$ cat src/rtl/scl_gen_pkg.sv
package scl_gen_pkg;

    typedef enum logic [1:0] {
        ST_IDLE   = 2'd0,
        ST_LOW    = 2'd1,
        ST_WAIT_HI = 2'd2,
        ST_HIGH   = 2'd3
    } scl_state_e;

    typedef struct packed {
        scl_state_e state;
        logic       seen_low;
        logic       low_stb;
        logic       high_stb;
    } scl_regs_t;

endpackage

$ cat src/rtl/scl_line_sync.sv
module scl_line_sync #(
    parameter int STAGES    = 2,
    parameter bit RESET_VAL = 1'b1
) (
    input  logic clk_i,
    input  logic rst_ni,
    input  logic async_i,
    output logic sync_o
);
    logic [STAGES-1:0] stage_d;
    logic [STAGES-1:0] stage_q;

    generate
        for (genvar g = 0; g < STAGES; g++) begin : g_stage
            if (g == 0) begin : g_first
                always_comb stage_d[g] = async_i;
            end else begin : g_rest
                always_comb stage_d[g] = stage_q[g-1];
            end
        end
    endgenerate

    always_ff @(posedge clk_i or negedge rst_ni) begin
        if (!rst_ni) stage_q <= {STAGES{RESET_VAL}};
        else         stage_q <= stage_d;
    end

    assign sync_o = stage_q[STAGES-1];
endmodule

$ cat src/rtl/scl_phase_cnt.sv
module scl_phase_cnt #(
    parameter int CNT_W = 8
) (
    input  logic             clk_i,
    input  logic             rst_ni,
    input  logic             clr_i,
    input  logic [CNT_W-1:0] limit_i,
    output logic [CNT_W-1:0] cnt_o,
    output logic             done_o
);
    localparam logic [CNT_W-1:0] CNT_MAX = {CNT_W{1'b1}};

    logic [CNT_W-1:0] cnt_d;
    logic [CNT_W-1:0] cnt_q;

    always_comb begin
        cnt_d = cnt_q;
        if (clr_i)               cnt_d = '0;
        else if (cnt_q != CNT_MAX) cnt_d = cnt_q + 1'b1;
    end

    always_ff @(posedge clk_i or negedge rst_ni) begin
        if (!rst_ni) cnt_q <= '0;
        else         cnt_q <= cnt_d;
    end

    assign cnt_o  = cnt_q;
    assign done_o = (cnt_q >= limit_i);
endmodule

$ cat src/rtl/scl_clkgen.sv
module scl_clkgen
    import scl_gen_pkg::*;
#(
    parameter int CNT_W       = 8,
    parameter int SYNC_STAGES = 2
) (
    input  logic             clk_i,
    input  logic             rst_ni,
    input  logic             en_i,
    input  logic             stop_req_i,
    input  logic             arb_lost_i,
    input  logic [CNT_W-1:0] hi_cnt_i,
    input  logic [CNT_W-1:0] lo_cnt_i,
    input  logic             scl_in_i,
    output logic             scl_drive_low_o,
    output logic             low_start_o,
    output logic             high_start_o
);
    scl_regs_t        r_d;
    scl_regs_t        r_q;
    logic             scl_sync;
    logic             cnt_clr;
    logic             cnt_done;
    logic [CNT_W-1:0] cnt_limit;
    logic [CNT_W-1:0] cnt_val;

    scl_line_sync #(
        .STAGES    (SYNC_STAGES),
        .RESET_VAL (1'b1)
    ) u_sync (
        .clk_i   (clk_i),
        .rst_ni  (rst_ni),
        .async_i (scl_in_i),
        .sync_o  (scl_sync)
    );

    assign cnt_limit = (r_q.state == ST_HIGH) ? hi_cnt_i : lo_cnt_i;

    scl_phase_cnt #(
        .CNT_W (CNT_W)
    ) u_cnt (
        .clk_i   (clk_i),
        .rst_ni  (rst_ni),
        .clr_i   (cnt_clr),
        .limit_i (cnt_limit),
        .cnt_o   (cnt_val),
        .done_o  (cnt_done)
    );

    always_comb begin
        r_d          = r_q;
        r_d.low_stb  = 1'b0;
        r_d.high_stb = 1'b0;

        if (!en_i || arb_lost_i) begin
            r_d.state    = ST_IDLE;
            r_d.seen_low = 1'b0;
        end else begin
            unique case (r_q.state)
                ST_IDLE: begin
                    if (!stop_req_i) begin
                        r_d.state    = ST_LOW;
                        r_d.low_stb  = 1'b1;
                        r_d.seen_low = 1'b0;
                    end
                end
                ST_LOW: begin
                    if (!scl_sync) r_d.seen_low = 1'b1;
                    if (cnt_done)  r_d.state    = ST_WAIT_HI;
                end
                ST_WAIT_HI: begin
                    if (!scl_sync) begin
                        r_d.seen_low = 1'b1;
                    end else if (r_q.seen_low) begin
                        r_d.state    = ST_HIGH;
                        r_d.high_stb = 1'b1;
                    end
                end
                ST_HIGH: begin
                    if (!scl_sync) begin
                        r_d.state    = ST_LOW;
                        r_d.low_stb  = 1'b1;
                        r_d.seen_low = 1'b0;
                    end else if (cnt_done) begin
                        if (stop_req_i) begin
                            r_d.state = ST_IDLE;
                        end else begin
                            r_d.state    = ST_LOW;
                            r_d.low_stb  = 1'b1;
                            r_d.seen_low = 1'b0;
                        end
                    end
                end
                default: r_d.state = ST_IDLE;
            endcase
        end

        cnt_clr = (r_d.state != r_q.state) ||
                  (r_q.state == ST_IDLE)   ||
                  (r_q.state == ST_WAIT_HI);
    end

    always_ff @(posedge clk_i or negedge rst_ni) begin
        if (!rst_ni) begin
            r_q.state    <= ST_IDLE;
            r_q.seen_low <= 1'b0;
            r_q.low_stb  <= 1'b0;
            r_q.high_stb <= 1'b0;
        end else begin
            r_q <= r_d;
        end
    end

    assign scl_drive_low_o = (r_q.state == ST_LOW);
    assign low_start_o     = r_q.low_stb;
    assign high_start_o    = r_q.high_stb;

    AST_ARB_RELEASE: assert property (@(posedge clk_i) disable iff (!rst_ni)
        arb_lost_i |=> (!scl_drive_low_o && !low_start_o && !high_start_o));

    AST_DISABLE_RELEASE: assert property (@(posedge clk_i) disable iff (!rst_ni)
        !en_i |=> (!scl_drive_low_o && !low_start_o && !high_start_o));

    AST_IDLE_CNT_ZERO: assert property (@(posedge clk_i) disable iff (!rst_ni)
        (r_q.state == ST_IDLE) |-> (cnt_val == '0));

    AST_HIGH_NEEDS_LINE: assert property (@(posedge clk_i) disable iff (!rst_ni)
        high_start_o |-> $past(scl_sync));

    AST_LOW_STROBE_DRIVES: assert property (@(posedge clk_i) disable iff (!rst_ni)
        low_start_o |-> scl_drive_low_o);

    AST_LOW_WITHIN_COUNT: assert property (@(posedge clk_i) disable iff (!rst_ni)
        ((r_q.state == ST_LOW) && $stable(lo_cnt_i)) |-> (cnt_val <= lo_cnt_i));

    AST_STROBES_EXCLUSIVE: assert property (@(posedge clk_i) disable iff (!rst_ni)
        $countones({low_start_o, high_start_o}) <= 1);
endmodule

$ cat config.mk
export PLATFORM = sky130hd
export DESIGN_NAME = scl_clkgen
export DESIGN_NICKNAME = d
export VERILOG_FILES = /design/src/rtl/scl_gen_pkg.sv /design/src/rtl/scl_line_sync.sv /design/src/rtl/scl_phase_cnt.sv /design/src/rtl/scl_clkgen.sv
export SDC_FILE = /design/constraint.sdc
export NUM_CORES = 1
export LEC_CHECK = 0
export BUFFER_PORTS_ARGS = -buffer_cell sky130_fd_sc_hd__buf_4
export CAP_MARGIN = 40
export CORE_MARGIN = 8
export CORE_UTILIZATION = 48
export DETAILED_ROUTE_END_ITERATION = 16
export HOLD_SLACK_MARGIN = 0.12
export PLACE_DENSITY = 0.75
export SYNTH_ARGS = -nofsm -noshare
export SYNTH_HDL_FRONTEND = slang
export SYNTH_HIERARCHICAL = 1
export SYNTH_SLANG_ARGS = --single-unit
export TNS_END_PERCENT = 30
$ cat constraint.sdc
create_clock -name clk_i -period 3.66 [get_ports clk_i]
set_input_delay 0.732 -clock clk_i [delete_from_list [all_inputs] [get_ports clk_i]]
set_output_delay 0.732 -clock clk_i [all_outputs]
set_load 0.005 [all_outputs]
# Yosys cells after proc, flatten, opt, wreduce, memory -nomap -nowiden
# Index checks and enable logic that the tools add are counted.
[word_totals] regBits=15 inputBits=22 out_inout_bits=3 word_cells=42
[op_classes] add_sub_neg=1 n_lt_le_gt_ge=1 n_eq_ne=8 n_mux=19 n_reduce_logical=7
[op_table] cell="2-to-1 mux 8 bit" count=3
[op_table] cell="2-to-1 mux 4 bit" count=3
[op_table] cell="case mux 3 bit (4 select lines)" count=1
[op_table] cell="2-to-1 mux 2 bit" count=5
[op_table] cell="adder 8 x 1 -> 8 bit, second input constant" count=1
[op_table] cell=">= comparator 8 bit" count=1
[op_table] cell="inequality test 4 bit, second input constant" count=2
[op_table] cell="inequality test 8 bit, second input constant" count=1
[op_table] cell="2-to-1 mux 1 bit" count=5
[op_table] cell="== test 2 bit, second input constant" count=2
[op_table] cell="logical OR 1 bit" count=3
[op_table] cell="2-to-1 mux 3 bit" count=1
[op_table] cell="inequality test 3 bit, second input constant" count=1
[op_table] cell="AND reduction 3 bit" count=1
[op_table] cell="== test 2 x 1 -> 1 bit, second input constant" count=1
[op_table] cell="zero test 2 bit" count=1
[op_table] cell="inequality test 2 bit" count=1
[op_table] cell="case mux 1 bit (2 select lines)" count=1
[op_table] cell="nonzero test 2 bit" count=1
[op_table] cell="zero test 1 bit" count=1

# Depth between registers and ports, before layout
[logic_depth] depth_word=11 depth_mapped=15 depth_no_buf=13

# Cells and area by module
# Netlist, hierarchy kept.
[modules_own_cells] module="scl_phase_cnt" n_inst=1 cells_each=62 area_per_inst_um2=586.8 seq_area_each_um2=200.2
[modules_own_cells] module="scl_clkgen" n_inst=1 cells_each=61 area_per_inst_um2=519.2 seq_area_each_um2=125.1
[modules_own_cells] module="scl_line_sync" n_inst=1 cells_each=2 area_per_inst_um2=52.6 seq_area_each_um2=52.6

# Least setup slack after synthesis
# No wires, ideal clock.
[synth_path] path_type="register to register" startpoint="register r_q[4] in the netlist's numbering" endpoint="register u_cnt.cnt_q[2] (netlist: u_cnt/cnt_o[2])" setup_time_ns=0.130 t_arrival_ns=3.283 required_ns=3.530 slack_ns=0.247 path_stages_with_launch=16 path_buffers=2 synth_period_minus_slack_ns=3.413 cell_sequence="dfrtp_1 > ha_1 > buf_2 > mux2_2 > ha_1 > nand2b_1 > a211oi_1 > o21ai_0 > a41o_1 > nand2b_1 > a21boi_2 > or4_1 > nand4_1 > buf_1 > o21bai_1 > a31oi_1"
[synth_via] elab_chain_len=11 elab_cells_between_ends=19 classes_between="1 x order compare; 4 x eq/ne; 10 x mux; 4 x reduce/logical"
[synth_rtl] element="start: declaration" line="scl_clkgen.sv:20" rtl="scl_regs_t r_q;"
[synth_rtl] element="start signal: assignment" line="scl_clkgen.sv:110" rtl="r_q <= r_d;"
[synth_rtl] element="== test 2 bit (*)" line="scl_clkgen.sv:37" rtl="assign cnt_limit = (r_q.state == ST_HIGH) ? hi_cnt_i : lo_cnt_i;"
[synth_rtl] element="2-to-1 mux 8 bit (*)" line="scl_clkgen.sv:37"
[synth_rtl] element="via cnt_limit[0]" line="scl_clkgen.sv:24" rtl="logic [CNT_W-1:0] cnt_limit;"
[synth_rtl] element=">= comparator 8 bit (*)" line="scl_phase_cnt.sv:28" rtl="assign done_o = (cnt_q >= limit_i);"
[synth_rtl] element="via cnt_done" line="scl_clkgen.sv:23" rtl="logic cnt_done;"
[synth_rtl] element="2-to-1 mux 4 bit" line="scl_clkgen.sv:84" rtl="end else if (cnt_done) begin"
[synth_rtl] element="2-to-1 mux 4 bit" line="scl_clkgen.sv:80" rtl="if (!scl_sync) begin"
[synth_rtl] element="case mux 3 bit (4 select lines) (*)" line="scl_clkgen.sv:59" rtl="unique case (r_q.state)"
[synth_rtl] element="2-to-1 mux 3 bit (*)" line="scl_clkgen.sv:55" rtl="if (!en_i || arb_lost_i) begin"
[synth_rtl] element="inequality test 2 bit (*)" line="scl_clkgen.sv:98" rtl="cnt_clr = (r_d.state != r_q.state) ||"
[synth_rtl] element="logical OR 1 bit (*)" line="scl_clkgen.sv:98"
[synth_rtl] element="logical OR 1 bit (*)" line="scl_clkgen.sv:99" rtl="(r_q.state == ST_IDLE) ||"
[synth_rtl] element="via cnt_clr" line="scl_clkgen.sv:22" rtl="logic cnt_clr;"
[synth_rtl] element="2-to-1 mux 8 bit / nonzero test 2 bit (equally long branches)"
[synth_rtl] element="end signal: assignment" line="scl_phase_cnt.sv:24" rtl="else cnt_q <= cnt_d;"
[synth_rtl] element="end: declaration" line="scl_phase_cnt.sv:14" rtl="logic [CNT_W-1:0] cnt_q;"
# Mark *: on every way through the listed nets, which the timed path passes. The rest lies on a longest branch. The select of a mux whose other input is x is not followed.
# A chain may end at the register's enable or synchronous reset.

# Worst setup path in the final report
[layout_path] startpoint="register r_q[3] in the netlist's numbering" endpoint="register u_cnt.cnt_q[2] (netlist: u_cnt/cnt_o[2])"
# The elaborated chain is that of the path after synthesis.

==> results by group <==
Finish
  • Post-route cell area: approximately 1400 µm²
  • Antenna Cells: 0
  • Net count, final: 187
  • Fillers: a little over 200
  • Layout area overhead: 20.0%
  • Multi-input gate area: 704 µm²
  • Reg area: 378 µm²
  • Layout cells sized above 1: 0.285
  • Non-Filler Instances: between 150 and 200

Synth
  • Post-synth EDFFs: 0
  • Yosys top cell area share: 0.281
  • Largest area contributor in the netlist: dfrtp_1
  • Synth warn: 6
  • Synth Area per Inst: 9.27 µm²
  • Mapped Nets: 160
  • Cell area after synthesis: ~1200 µm²
  • Sequential area share after synthesis: 0.326
  • Cells after Synth: ~130
  • Top FF cell, synth: dfrtp_1
  • Library cells used by synthesis: 39
  • FF+latch count, synth: 15
  • Ranking of synthesized cells by area: dfrtp_1 28%, ha_1 14%, mux2_2 7.8%
  • Post-synth ARST share: 1.00

Placed design
  • RD Place Congestion: approximately 0.87
  • Inst Count DP: roughly 180
  • Placed inst area: about 1400 µm²
  • IO buf count: 24
  • Post-detail-place hpwl: a little under 2000 µm

Floorplan
  • Die area: between 4000 and 5000 µm²
  • Chip width: roughly 65 µm
  • Row count: 18
  • Initial Utilization: 0.485
  • Ports: 25
  • Die Y: ~65 µm
  • Core area: approximately 2400 µm²

Clocking
  • CTS tree: yes
  • Clock Sinks: 15
  • Resize count post-CTS: 0
  • Clk slew on worst S/H paths: around 0.08 ns
  • Post-CTS Setup Inserts: 0
  • Clock Latency Late Sink: roughly 0.27 ns
  • CTS buffer count: 3
  • Hold bufs inserted after CTS: 0
  • H-tree levels: 1
  • Max clock buf depth: 2
  • Clock Root Buffer: clkbuf_4

Job
  • MaxCap Viol Count: 0

Routing
  • Post-DR vias/cell: 5.62
  • DR iter-0 viols: 46
  • WL final: roughly 2500 µm
  • Post-route antenna net violation count: 0
  • DRC: 0
  • Vias: between 1000 and 1500
  • TritonRoute pass-1 iters: 4
  • DR WL/cell: 13.9 µm

Worst setup path
  • CP endpoint kind: flop
  • Critical path type: flop to flop
  • R2r startpoint: r_q[3]$_DFF_PN0_
  • Crit path buf inv count: 2
  • CP max-delay cell: or4_1
  • Most frequent cell on the critical path: ha_1
  • Crit Path Max Fanout: 8
  • Startpoint Class: flop
  • CP arrival: roughly 3.5 ns
  • Worst EP required: between 3 and 4 ns
  • Worst setup path start: r_q[3]$_DFF_PN0_
  • Cell family with most CP delay: compound AO/OA/AOI/OAI gates
  • CP Cell Sequence: ha_1, buf_4, mux2_2, inv_1, ha_1, a211oi_1, o21ai_0, a41o_1, nand2b_1, a21boi_2, or4_1, nand4_1, o21bai_1, a31oi_1
  • Worst stage delay on the critical path: about 0.53 ns

Status
  • Status: completed

Global routing
  • Total Routing Usage GR: 0.124
  • Initial antenna violation count: 0
  • Total congestion overflow: 0
  • Vias in the first global route: about 1000
  • Largest net degree at the start of global routing: 16
  • First-pass GRT wire length: 4400 µm

STA
  • Period minus WS final: 3.39 ns
  • Max Fclk: 0.295 GHz
  • Slew HR: 0.781
  • Final Hold Fails: 0
  • Tcrit/Tclk final: 0.926
  • Worst Tran Pin Value: approximately 0.33 ns
  • RSZ-0062 raised after global routing: false
  • Worst Clk Skew: around 0.0030 ns
  • Final setup viols: 0
  • Setup tns final: 0 ns
  • Final count of pins violating max slew: 0

Power and ir drop
  • Leakage power: slightly above 0.7 nW
  • PwrDens: ~240 nW/µm²
  • VDD IR max: between 0.00015 and 0.0002 V
  • Power Total: about 0.00034 W

Worst hold path
  • HP Class: input port to asynchronous set/reset pin
==> flip-flops by register name, indices dropped and copies added (netlist names) <==
register	count
high_start_o	1
r_q	3
u_sync/stage_q	2
u_cnt/cnt_o	8
low_start_o	1
==> per-layer routing <==
metal | up-vias | global-route usage | wire length, µm
li1 | 499 | - | -
met1 | 483 | 0.148 | 1170
met2 | 36 | 0.214 | 1180
met3 | 0 | 0.0323 | 157
met4 | 0 | 0.0354 | 0
met5 | - | 0 | 0
==> placed cells by master (no fill, tap or decap), types with 2 or more instances in the layout <==
cell / netlist / layout
xor2_1: 2 / 2
o21ai_0: 5 / 5
inv_1: 11 / 11
dfstp_2: 2 / 2
a21o_1: 3 / 3
nor3_1: 6 / 6
and3_1: 2 / 2
nor2_1: 11 / 11
a31oi_1: 2 / 2
a211oi_1: 3 / 3
nand3_1: 5 / 5
mux2_2: 8 / 8
and4_1: 2 / 2
nand2_1: 2 / 2
clkbuf_4: 0 / 3
ha_1: 13 / 13
buf_4: 0 / 27
nand4_1: 2 / 2
nand2b_1: 4 / 4
dfrtp_1: 13 / 13
a21oi_1: 8 / 8
==> final cells by class <==
class	instances	area share
repair buffers	27	0.146
well taps	30	0.0270
clock buffers	4	0.0189
inverters	11	0.0297
multi-input cells	94	0.507
flip-flops and latches	15	0.272
==> cell families (layout without fill, tap and decap cells) <==
| logic type | after synthesis | in the layout | share of synthesized area |
|---|---|---|---|
| fa+ha+maj | 13 | 13 | 0.140 |
| compound gates | 28 | 28 | 0.157 |
| flops | 15 | 15 | 0.326 |
| simple gates | 41 | 41 | 0.202 |
| xor+xnor | 3 | 3 | 0.0227 |
| buf+inv | 16 | 42 | 0.0659 |
| mux | 9 | 9 | 0.0864 |
==> synth_stat cells (all sizes together), types with 2 or more instances <==
cell,n
a21oi,8
dfstp,2
inv,11
nand4,2
dfrtp,13
a211oi,3
mux2,8
nor3,6
a31oi,2
and3,2
ha,13
nor2,11
o21ai,6
xor2,2
nand2b,4
nand2,2
nand3,5
buf,4
a21o,3
and4,2
==> through the flow <==
step / utilization / hold slack (ns) / setup slack (ns)
final: 0.582 / 0.292 / 0.272
after global routing: 0.582 / 0.289 / 0.0537
after CTS: 0.582 / 0.285 / 0.265
after detailed placement: 0.571 / 0.351 / 0.220
after global placement: 0.571 / 0.347 / 0.285
after floorplan: - / 0.345 / 0.247
==> worst paths after layout <==
path / cells past startpoint / end / slack, ns
max: 14 / u_cnt/cnt_o[2]$_DFFE_PN0P_ / 0.27
min: 1 / u_cnt/cnt_o[6]$_DFFE_PN0P_ / 0.29
max reg2reg: 14 / u_cnt/cnt_o[2]$_DFFE_PN0P_ / 0.27
min reg2reg: 0 / u_sync/stage_q[1]$_DFF_PN1_ / 0.36
max in group asynchronous: 1 / u_sync/stage_q[0]$_DFF_PN1_ / 3.12
min in group clk_i: 0 / u_sync/stage_q[1]$_DFF_PN1_ / 0.36
==> power breakdown <==
part / internal [W] / switching, W / leakage, nW
Clock: 0.0000422 / 0.0000483 / 0.0150
Sequential: 0.000171 / 0.00000481 / 0.201
Combinational: 0.0000377 / 0.0000327 / 0.500
Total: 0.000251 / 0.0000859 / 0.716
No activity file was read; power rests on OpenSTA's default activity.
